## src/rtl/qb_pkg.sv

```systemverilog
package qb_pkg;

    localparam int XLEN     = 32;
    localparam int LANE_W   = 8;
    localparam int LANES    = XLEN / LANE_W;
    localparam int NREGS    = 16;
    localparam int IDX_W    = $clog2(NREGS);
    localparam int MINOR_W  = 6;
    localparam logic [MINOR_W-1:0] MINOR_QADD = 6'h07;

    typedef struct packed {
        logic [1:0]       pattern;
        logic [2:0]       pad;
        logic [IDX_W-1:0] src2;
        logic [IDX_W-1:0] src1;
        logic [IDX_W-1:0] dst;
    } qb_fields_t;

    typedef enum logic [1:0] {
        QB_IDLE = 2'd0,
        QB_EXEC = 2'd1,
        QB_NOP  = 2'd2,
        QB_RSVD = 2'd3
    } qb_kind_t;

    typedef struct packed {
        qb_kind_t   kind;
        qb_fields_t f;
    } qb_op_t;

    function automatic qb_fields_t qb_extract(input logic [XLEN-1:0] w);
        qb_fields_t r;
        r.pattern = w[25:24];
        r.pad     = w[23:21];
        r.src2    = w[17:14];
        r.src1    = w[13:10];
        r.dst     = w[9:6];
        return r;
    endfunction

    function automatic logic [LANE_W-1:0] qb_lane(input logic [LANE_W-1:0] a,
                                                  input logic [LANE_W-1:0] b,
                                                  input logic              sub);
        return sub ? (a - b) : (a + b);
    endfunction

endpackage

```

## src/rtl/qb_decode.sv

```systemverilog
module qb_decode
    import qb_pkg::*;
(
    input  logic               valid,
    input  logic [XLEN-1:0]    word,
    input  logic [MINOR_W-1:0] minor,
    output qb_op_t             op
);
    qb_fields_t f;

    always_comb begin
        f       = qb_extract(word);
        op.f    = f;
        if (!valid)
            op.kind = QB_IDLE;
        else if (minor != MINOR_QADD)
            op.kind = QB_RSVD;
        else if (f.pad != 3'd0 || f.dst == '0)
            op.kind = QB_NOP;
        else
            op.kind = QB_EXEC;
    end
endmodule

```

## src/rtl/qb_lanes.sv

```systemverilog
module qb_lanes
    import qb_pkg::*;
#(
    parameter int W  = XLEN,
    parameter int LW = LANE_W,
    localparam int NL = W / LW
) (
    input  logic [W-1:0] a,
    input  logic [W-1:0] b,
    input  logic [1:0]   pattern,
    output logic [W-1:0] y
);
    for (genvar i = 0; i < NL; i++) begin : g_lane
        localparam int PBIT = (i < NL / 2) ? 0 : 1;
        assign y[i*LW +: LW] = qb_lane(a[i*LW +: LW], b[i*LW +: LW], pattern[PBIT]);
    end
endmodule

```

## src/rtl/qb_regfile.sv

```systemverilog
module qb_regfile
    import qb_pkg::*;
#(
    parameter int W  = XLEN,
    parameter int N  = NREGS,
    localparam int IW = $clog2(N)
) (
    input  logic          clk,
    input  logic          rst,
    input  logic          we_a,
    input  logic [IW-1:0] wa_a,
    input  logic [W-1:0]  wd_a,
    input  logic          we_b,
    input  logic [IW-1:0] wa_b,
    input  logic [W-1:0]  wd_b,
    input  logic [IW-1:0] ra1,
    input  logic [IW-1:0] ra2,
    input  logic [IW-1:0] rad,
    output logic [W-1:0]  rd1,
    output logic [W-1:0]  rd2,
    output logic [W-1:0]  rdd
);
    logic [W-1:0] mem [N];

    assign mem[0] = '0;

    for (genvar r = 1; r < N; r++) begin : g_reg
        always_ff @(posedge clk) begin
            if (rst)
                mem[r] <= '0;
            else if (we_a && wa_a == IW'(r))
                mem[r] <= wd_a;
            else if (we_b && wa_b == IW'(r))
                mem[r] <= wd_b;
        end
    end

    assign rd1 = mem[ra1];
    assign rd2 = mem[ra2];
    assign rdd = mem[rad];

    // an instruction result is present the next cycle, even against a colliding outside write
    a_r9_result_visible: assert property (@(posedge clk) disable iff (rst)
        (we_a && wa_a != '0) |=> (mem[$past(wa_a)] == $past(wd_a)));

    a_r11_outside_write: assert property (@(posedge clk) disable iff (rst)
        (we_b && wa_b != '0 && !(we_a && wa_a == wa_b)) |=> (mem[$past(wa_b)] == $past(wd_b)));
endmodule

```

## src/rtl/qb_quad_addsub.sv

```systemverilog
module qb_quad_addsub
    import qb_pkg::*;
(
    input  logic               clk,
    input  logic               rst,
    input  logic               instr_valid,
    input  logic [XLEN-1:0]    instr_word,
    input  logic [MINOR_W-1:0] minor_op,
    input  logic               ext_we,
    input  logic [IDX_W-1:0]   ext_idx,
    input  logic [XLEN-1:0]    ext_wdata,
    input  logic [IDX_W-1:0]   dbg_idx,
    output logic [XLEN-1:0]    dbg_data,
    output logic               done,
    output logic               rsvd
);
    qb_op_t          op;
    logic [XLEN-1:0] src1_val, src2_val, result;
    logic            wr_en;

    qb_decode u_dec (
        .valid (instr_valid),
        .word  (instr_word),
        .minor (minor_op),
        .op    (op)
    );

    qb_lanes #(.W(XLEN), .LW(LANE_W)) u_lanes (
        .a       (src1_val),
        .b       (src2_val),
        .pattern (op.f.pattern),
        .y       (result)
    );

    assign wr_en = (op.kind == QB_EXEC);

    qb_regfile #(.W(XLEN), .N(NREGS)) u_rf (
        .clk  (clk),
        .rst  (rst),
        .we_a (wr_en),
        .wa_a (op.f.dst),
        .wd_a (result),
        .we_b (ext_we),
        .wa_b (ext_idx),
        .wd_b (ext_wdata),
        .ra1  (op.f.src1),
        .ra2  (op.f.src2),
        .rad  (dbg_idx),
        .rd1  (src1_val),
        .rd2  (src2_val),
        .rdd  (dbg_data)
    );

    always_ff @(posedge clk) begin
        if (rst) begin
            done <= 1'b0;
            rsvd <= 1'b0;
        end else begin
            done <= instr_valid;
            rsvd <= (op.kind == QB_RSVD);
        end
    end

    a_r5_reserved_no_write: assert property (@(posedge clk) disable iff (rst)
        (instr_valid && minor_op != MINOR_QADD) |-> !wr_en);

    a_r6_pad_no_write: assert property (@(posedge clk) disable iff (rst)
        (instr_valid && instr_word[23:21] != 3'd0) |=> !rsvd || $past(minor_op) != MINOR_QADD);

    a_r7_dbg_zero: assert property (@(posedge clk) disable iff (rst)
        (dbg_idx == '0) |-> (dbg_data == '0));

    a_r9_done_pulse: assert property (@(posedge clk) disable iff (rst)
        !instr_valid |=> !done && !rsvd);
endmodule

```

## config.mk

```make
export PLATFORM = sky130hd
export DESIGN_NAME = qb_quad_addsub
export DESIGN_NICKNAME = d
export VERILOG_FILES = /design/src/rtl/qb_pkg.sv /design/src/rtl/qb_decode.sv /design/src/rtl/qb_lanes.sv /design/src/rtl/qb_regfile.sv /design/src/rtl/qb_quad_addsub.sv
export SDC_FILE = /design/constraint.sdc
export NUM_CORES = 2
export LEC_CHECK = 0
export BUFFER_PORTS_ARGS = -buffer_cell sky130_fd_sc_hd__buf_4
export CORE_MARGIN = 2
export CORE_UTILIZATION = 30
export DETAILED_ROUTE_END_ITERATION = 12
export PLACE_DENSITY_LB_ADDON = 0.1
export SLEW_MARGIN = 20
export SYNTH_ARGS = -nofsm -noshare
export SYNTH_HDL_FRONTEND = slang
export SYNTH_SLANG_ARGS = --single-unit
export TNS_END_PERCENT = 30
```

## constraint.sdc

```tcl
create_clock -name clk -period 6.2 [get_ports clk]
set_input_delay 0.62 -clock clk [delete_from_list [all_inputs] [get_ports clk]]
set_output_delay 0.62 -clock clk [all_outputs]
set_load 0.05 [all_outputs]
```

Word-level counts from Yosys, hierarchy flattened

Index checks and enable logic that the tools add are counted.

Add/subtract/negate cells: 8
Order comparisons: 3
Eq/ne operators: 33
Multiplexer cells: 46
Bitwise logic cells: 3
Reduce and logical (&&, ||, !) cells: 48

Operators with widths:

| cell                                                                     | count |
|---|---|
| 32-bit 2-to-1 mux                                                        | 36 |
| 32-bit binary-select mux with 4-bit select                               | 3 |
| 4-bit == test (second input constant)                                    | 16 |
| 8-bit adder                                                              | 4 |
| 4-bit by 3-bit == test with 1-bit output (second input constant)         | 8 |
| 8-bit 2-to-1 mux                                                         | 4 |
| 8-bit subtractor                                                         | 4 |
| 1-bit logical AND                                                        | 30 |
| 2-bit nonzero test                                                       | 15 |
| 4-bit by 2-bit == test with 1-bit output (second input constant)         | 4 |
| 5-bit greater-or-equal comparator (second input constant)                | 3 |
| 4-bit NOT with 5-bit output                                              | 3 |
| 4-bit by 1-bit == test with 1-bit output (second input constant)         | 2 |
| 2-bit 2-to-1 mux                                                         | 3 |
| 6-bit by 3-bit inequality test with 1-bit output (second input constant) | 1 |
| 4-bit logical NOT                                                        | 1 |
| 3-bit nonzero test                                                       | 1 |
| 2-bit by 1-bit == test with 1-bit output (second input constant)         | 1 |
| 2-bit == test (second input constant)                                    | 1 |
| 1-bit logical OR                                                         | 1 |

Bits in registers: 482
Input bits: 82

Longest topological paths before layout

Word-level depth: 8
Mapped depth: 21

Modules after synthesis

From an unflattened synthesis, not the netlist that was laid out.

Cells, all modules: 4,074
Area total of the unflattened synthesis: 34,093.9 um^2

Modules (own cells, without submodules):

| module         | times used | cells an instance | area each (um^2) |
|---|---|---|---|
| qb_regfile     | 1          | 3,815             | 32,140.8 |
| qb_lanes       | 1          | 230               | 1,689.1 |
| qb_decode      | 1          | 24                | 197.7 |
| qb_quad_addsub | 1          | 5                 | 66.3 |

Worst setup path after synthesis

OpenSTA, ideal clock, no wires.

Path kind: input port to flip-flop
Start: in instr_word[12]
End: reg u_rf.mem[102] (netlist name)
Library setup time: 137 ps
Data arrival time: 4,962 ps
Path slack: 1,101 ps
Cell stages on the path: 19
Cell sequence: clkbuf_1 clkbuf_1 clkbuf_1 clkbuf_1 clkbuf_1 mux4_2 mux4_2 inv_1 ha_1 inv_1 fa_1 nand2_1 nand2_1 a21oi_1 o21bai_1 a21oi_1 xor2_1 clkbuf_1 a211oi_1

Cells in the longest elaborated chain, start to end: 7
Elaborated cells between the ends (all ways): 8
Classes of those cells: add/sub: 2; mux: 5; bitwise: 1

RTL lines:

| element                                                   | RTL line            | source |
|---|---|---|
| start: declaration                                        | qb_quad_addsub.sv:7 | `input logic [XLEN-1:0] instr_word,` |
| 4-bit NOT with 5-bit output (implied by the code) (*)     | qb_regfile.sv:38    | `assign rd1 = mem[ra1];` |
| 32-bit binary-select mux with 4-bit select (*)            | qb_regfile.sv:38    |  |
| 32-bit 2-to-1 mux (implied by the code) (*) (2 in series) | qb_regfile.sv:38    |  |
| 8-bit adder or 8-bit subtractor (tied branches)           | qb_pkg.sv:44        | `return sub ? (a - b) : (a + b);` |
| 8-bit 2-to-1 mux (*)                                      | qb_pkg.sv:44        |  |
| 32-bit 2-to-1 mux (*)                                     | qb_regfile.sv:31    | `else if (we_a && wa_a == IW'(r))` |
| end signal: indexed assignment                            | qb_regfile.sv:32    | `mem[r] <= wd_a;` |
| end signal: indexed assignment                            | qb_regfile.sv:34    | `mem[r] <= wd_b;` |
| end: declaration                                          | qb_regfile.sv:23    | `logic [W-1:0] mem [N];` |

Every way passes the cells marked *; elsewhere a longest branch is shown, timed or not. The select of a mux whose other input is x is not followed.
A chain may end at the register's enable or synchronous reset.

Final worst setup path

Start: in instr_word[14]
End: reg u_rf.mem[119] (netlist name)

Cells in the longest elaborated chain, start to end: 7
Elaborated cells between the ends (all ways): 8
Classes of those cells: add/sub: 2; mux: 5; bitwise: 1

RTL lines:

| element                                                   | RTL line         | source |
|---|---|---|
| 4-bit NOT with 5-bit output (implied by the code) (*)     | qb_regfile.sv:39 | `assign rd2 = mem[ra2];` |
| 32-bit binary-select mux with 4-bit select (*)            | qb_regfile.sv:39 |  |
| 32-bit 2-to-1 mux (implied by the code) (*) (2 in series) | qb_regfile.sv:39 |  |
| 8-bit adder or 8-bit subtractor (tied branches)           | qb_pkg.sv:44     |  |
| 8-bit 2-to-1 mux (*)                                      | qb_pkg.sv:44     |  |
| 32-bit 2-to-1 mux (*)                                     | qb_regfile.sv:31 |  |

Marks and branches as above.

==> impl_metrics.json <==
{
  "status": "complete, no violations",
  "layout_commonest_cell": "a211oi_1",
  "period_needed_ns": 5.13,
  "critPathKind": "input pin to flip-flop",
  "clk_path_buf_depth": 3,
  "fmax_ghz": 0.195,
  "drt_pass1_iterations": 5,
  "mostFrequentLayoutCells": "709 x a211oi_1, 482 x dfxtp_1, 324 x mux4_2, 285 x nor2b_1, 252 x nor2_1",
  "antenna_found_initial": 4,
  "grt_pass1_wl_um": 223000,
  "fin_crit_sh_pct": 82.7,
  "cts_resized": 0,
  "vias_per_cell": 6.30,
  "finalSetupViolations": 0,
  "worstPathMaxFanout": 34,
  "htree_levels": 3,
  "grt.overflow.total": 0,
  "vias": 30100,
  "die_h_um": 345,
  "start_kind": "input pin",
  "dp_hpwl_um": 91600,
  "die_w_um": 345,
  "drt_iter0_markers": 2829,
  "crit_path_end": "u_rf.mem[119]$_SDFFE_PP0P_",
  "synth_edf_count": 0,
  "clk_latency_ns": 0.64,
  "gp_congestion": 0.860,
  "worst_pin_slew_ns": 1.18,
  "power_per_cell_area_mw_per_mm2": 222,
  "worst_clock_skew_ns": 0.0290,
  "fill_cells": 11300,
  "ant_nets": 0,
  "grt_usage_pct": 25.8,
  "yosysSeqAreaShare_pct": 27.7,
  "clk_pin_slew_ns": 0.06,
  "final_core_util_pct": 34.1,
  "leakagePower_nw": 13.5,
  "hold_violations": 0,
  "clock-root-buffer": "clkbuf_16",
  "r2r_cells": 15,
  "drive_gt1_share_pct": 29.1,
  "nets": 3330,
  "floorplan.initialDensity_pct": 30.3,
  "drv_slew": 0,
  "rows": 124,
  "total_power_w": 0.00870,
  "dieArea_mm2": 0.119,
  "syn_avg_cell_area_um2": 10.4,
  "worstReg2RegStart": "u_rf.mem[145]$_SDFFE_PP0P_",
  "critPathCaptureType": "flip-flop",
  "ys_seq_elements": 482,
  "syn_nets": 3471,
  "grt_max_degree": 168,
  "arrival_ns": 5.59,
  "slew_headroom_pct": 21.2,
  "dp.cells": 4654,
  "rsz0062_at_grt": "false",
  "ys_async_sr_fraction_pct": 0,
  "post_cts_buffers": 0,
  "required_ns": 6.67,
  "final_area_mm2": 0.0391,
  "cp-startpoint": "instr_word[14]",
  "cts_buffers": 66,
  "drc": 0,
  "wl_per_cell_um": 32.5,
  "cts_tree": "yes",
  "postCtsHoldBufs": 0,
  "port_buffers": 100,
  "yosys_warnings": 0,
  "wirelength_um": 155000,
  "ios": 116,
  "grt_pass1_vias": 29700,
  "fin_setup_tns_ns": 0,
  "r2r_end": "u_rf.mem[119]$_SDFFE_PP0P_",
  "r2r_setup_slack_ns": 1.42,
  "vdd_drop_max_v": 0.000178,
  "synth_cell_types": 68,
  "core-area_mm2": 0.115,
  "placed_cell_area_mm2": 0.0369,
  "fin_cells": 4771,
  "maxCapViolations": 0,
  "hold_class": "input pin to flip-flop",
  "min_from": "minor_op[4]",
  "synthFlopType": "dfxtp_1",
  "synthCells": 3353,
  "syn-cell-area_mm2": 0.0348,
  "numClockSinks": 482,
  "area_delta_synth_final_pct": 12.5
}
flip-flops by register name, summed over array words and instances (netlist names):
| register | count |
|---|---|
| u_rf.mem | 480 |
| rsvd | 1 |
| done | 1 |
kinds of logic (layout without fill, tap and decap cells):
kind of cell             count (synthesis)  count (layout)  share of synthesized area [%]
AO/OA/AOI/OAI                          949             949                           21.1
AND/OR/NAND/NOR                        694             694                           10.2
multiplexers                           692             692                           32.8
flip-flops                             482             482                           27.7
buffers and inverters                  454             358                           5.44
XOR/XNOR                                46              46                           1.31
adder cells (fa/ha/maj)                 36              36                           1.38
other                                    0               2                              0
layer usage:
layer / GRT usage (%) / up-vias / share of wire, %
met2: 40.7 / 1377 / 45
met5: 0 / - / 0.030
met1: 35.2 / 15500 / 44
met3: 5.00 / 276 / 7.7
li1: - / 12900 / -
met4: 8.36 / 6 / 3.1
Yosys cell counts, types with 28 or more instances:
master,instances,area (µm²)
nor2_1,273,1020
buf_2,30,150
mux2_2,225,2530
a211oi_2,28,350
inv_1,35,131
mux2i_1,134,1340
clkbuf_1,323,1210
mux4_2,324,7300
dfxtp_1,482,9650
ha_1,32,400
a22o_1,61,534
nor2b_1,289,1810
a211oi_1,709,5320
buf_1,44,165
nand2_1,35,131
a221oi_1,37,324
per-stage QoR:
| stage | setup WS [ns] | hold WS, ns |
|---|---|---|
| 6_report | 1.07 | 0.246 |
| 5_1_grt | 0.837 | 0.254 |
| 4_1_cts | 1.12 | 0.216 |
| 3_5_place_dp | 0.436 | 0.576 |
| 3_3_place_gp | 0.436 | 0.559 |
| 2_1_floorplan | 1.10 | 0.539 |
cell type report:
cell class,instances,area (µm²),area share (%)
well taps,1512,1890,4.83
clock inverters,14,255,0.652
flip-flops and latches,482,9650,24.7
repair buffers,210,1800,4.60
multi-input cells,2417,23500,59.9
inverters,35,131,0.336
clock buffers,99,1950,4.98
diodes,2,5.00,0.0128
critical path, stage by stage:
cell,delay (ns)
buf_6,0.44
and2b_1,0.39
a22o_1,0.28
mux4_2,0.58
inv_1,0.12
ha_1,0.23
o21ai_0,0.33
ha_1,0.29
nor2b_1,0.12
o21ai_0,0.22
a21oi_1,0.12
o21a_1,0.20
o41ai_1,0.48
buf_4,0.25
xnor3_2,0.58
nor2_1,0.20
a211oi_2,0.07
power by group:
part           leakage [nW]  total (W)  switching (W)  internal (W)
registers              3.89    0.00318      0.0000417       0.00314
logic                  8.52    0.00148       0.000994      0.000485
clock network          1.08    0.00404        0.00158       0.00245
worst min path at each step:
stage | to | slack (ns) | cells after the start
after floorplan | u_rf.mem[351]$_SDFFE_PP0P_ | 0.54 | 2
after global placement | u_rf.mem[409]$_SDFFE_PP0P_ | 0.56 | 2
after CTS | rsvd$_SDFF_PP0_ | 0.22 | 3
after global routing | rsvd$_SDFF_PP0_ | 0.25 | 3
after detailed placement | u_rf.mem[175]$_SDFFE_PP0P_ | 0.58 | 2
final | rsvd$_SDFF_PP0_ | 0.25 | 3
No activity file was read; power rests on OpenSTA's default activity.
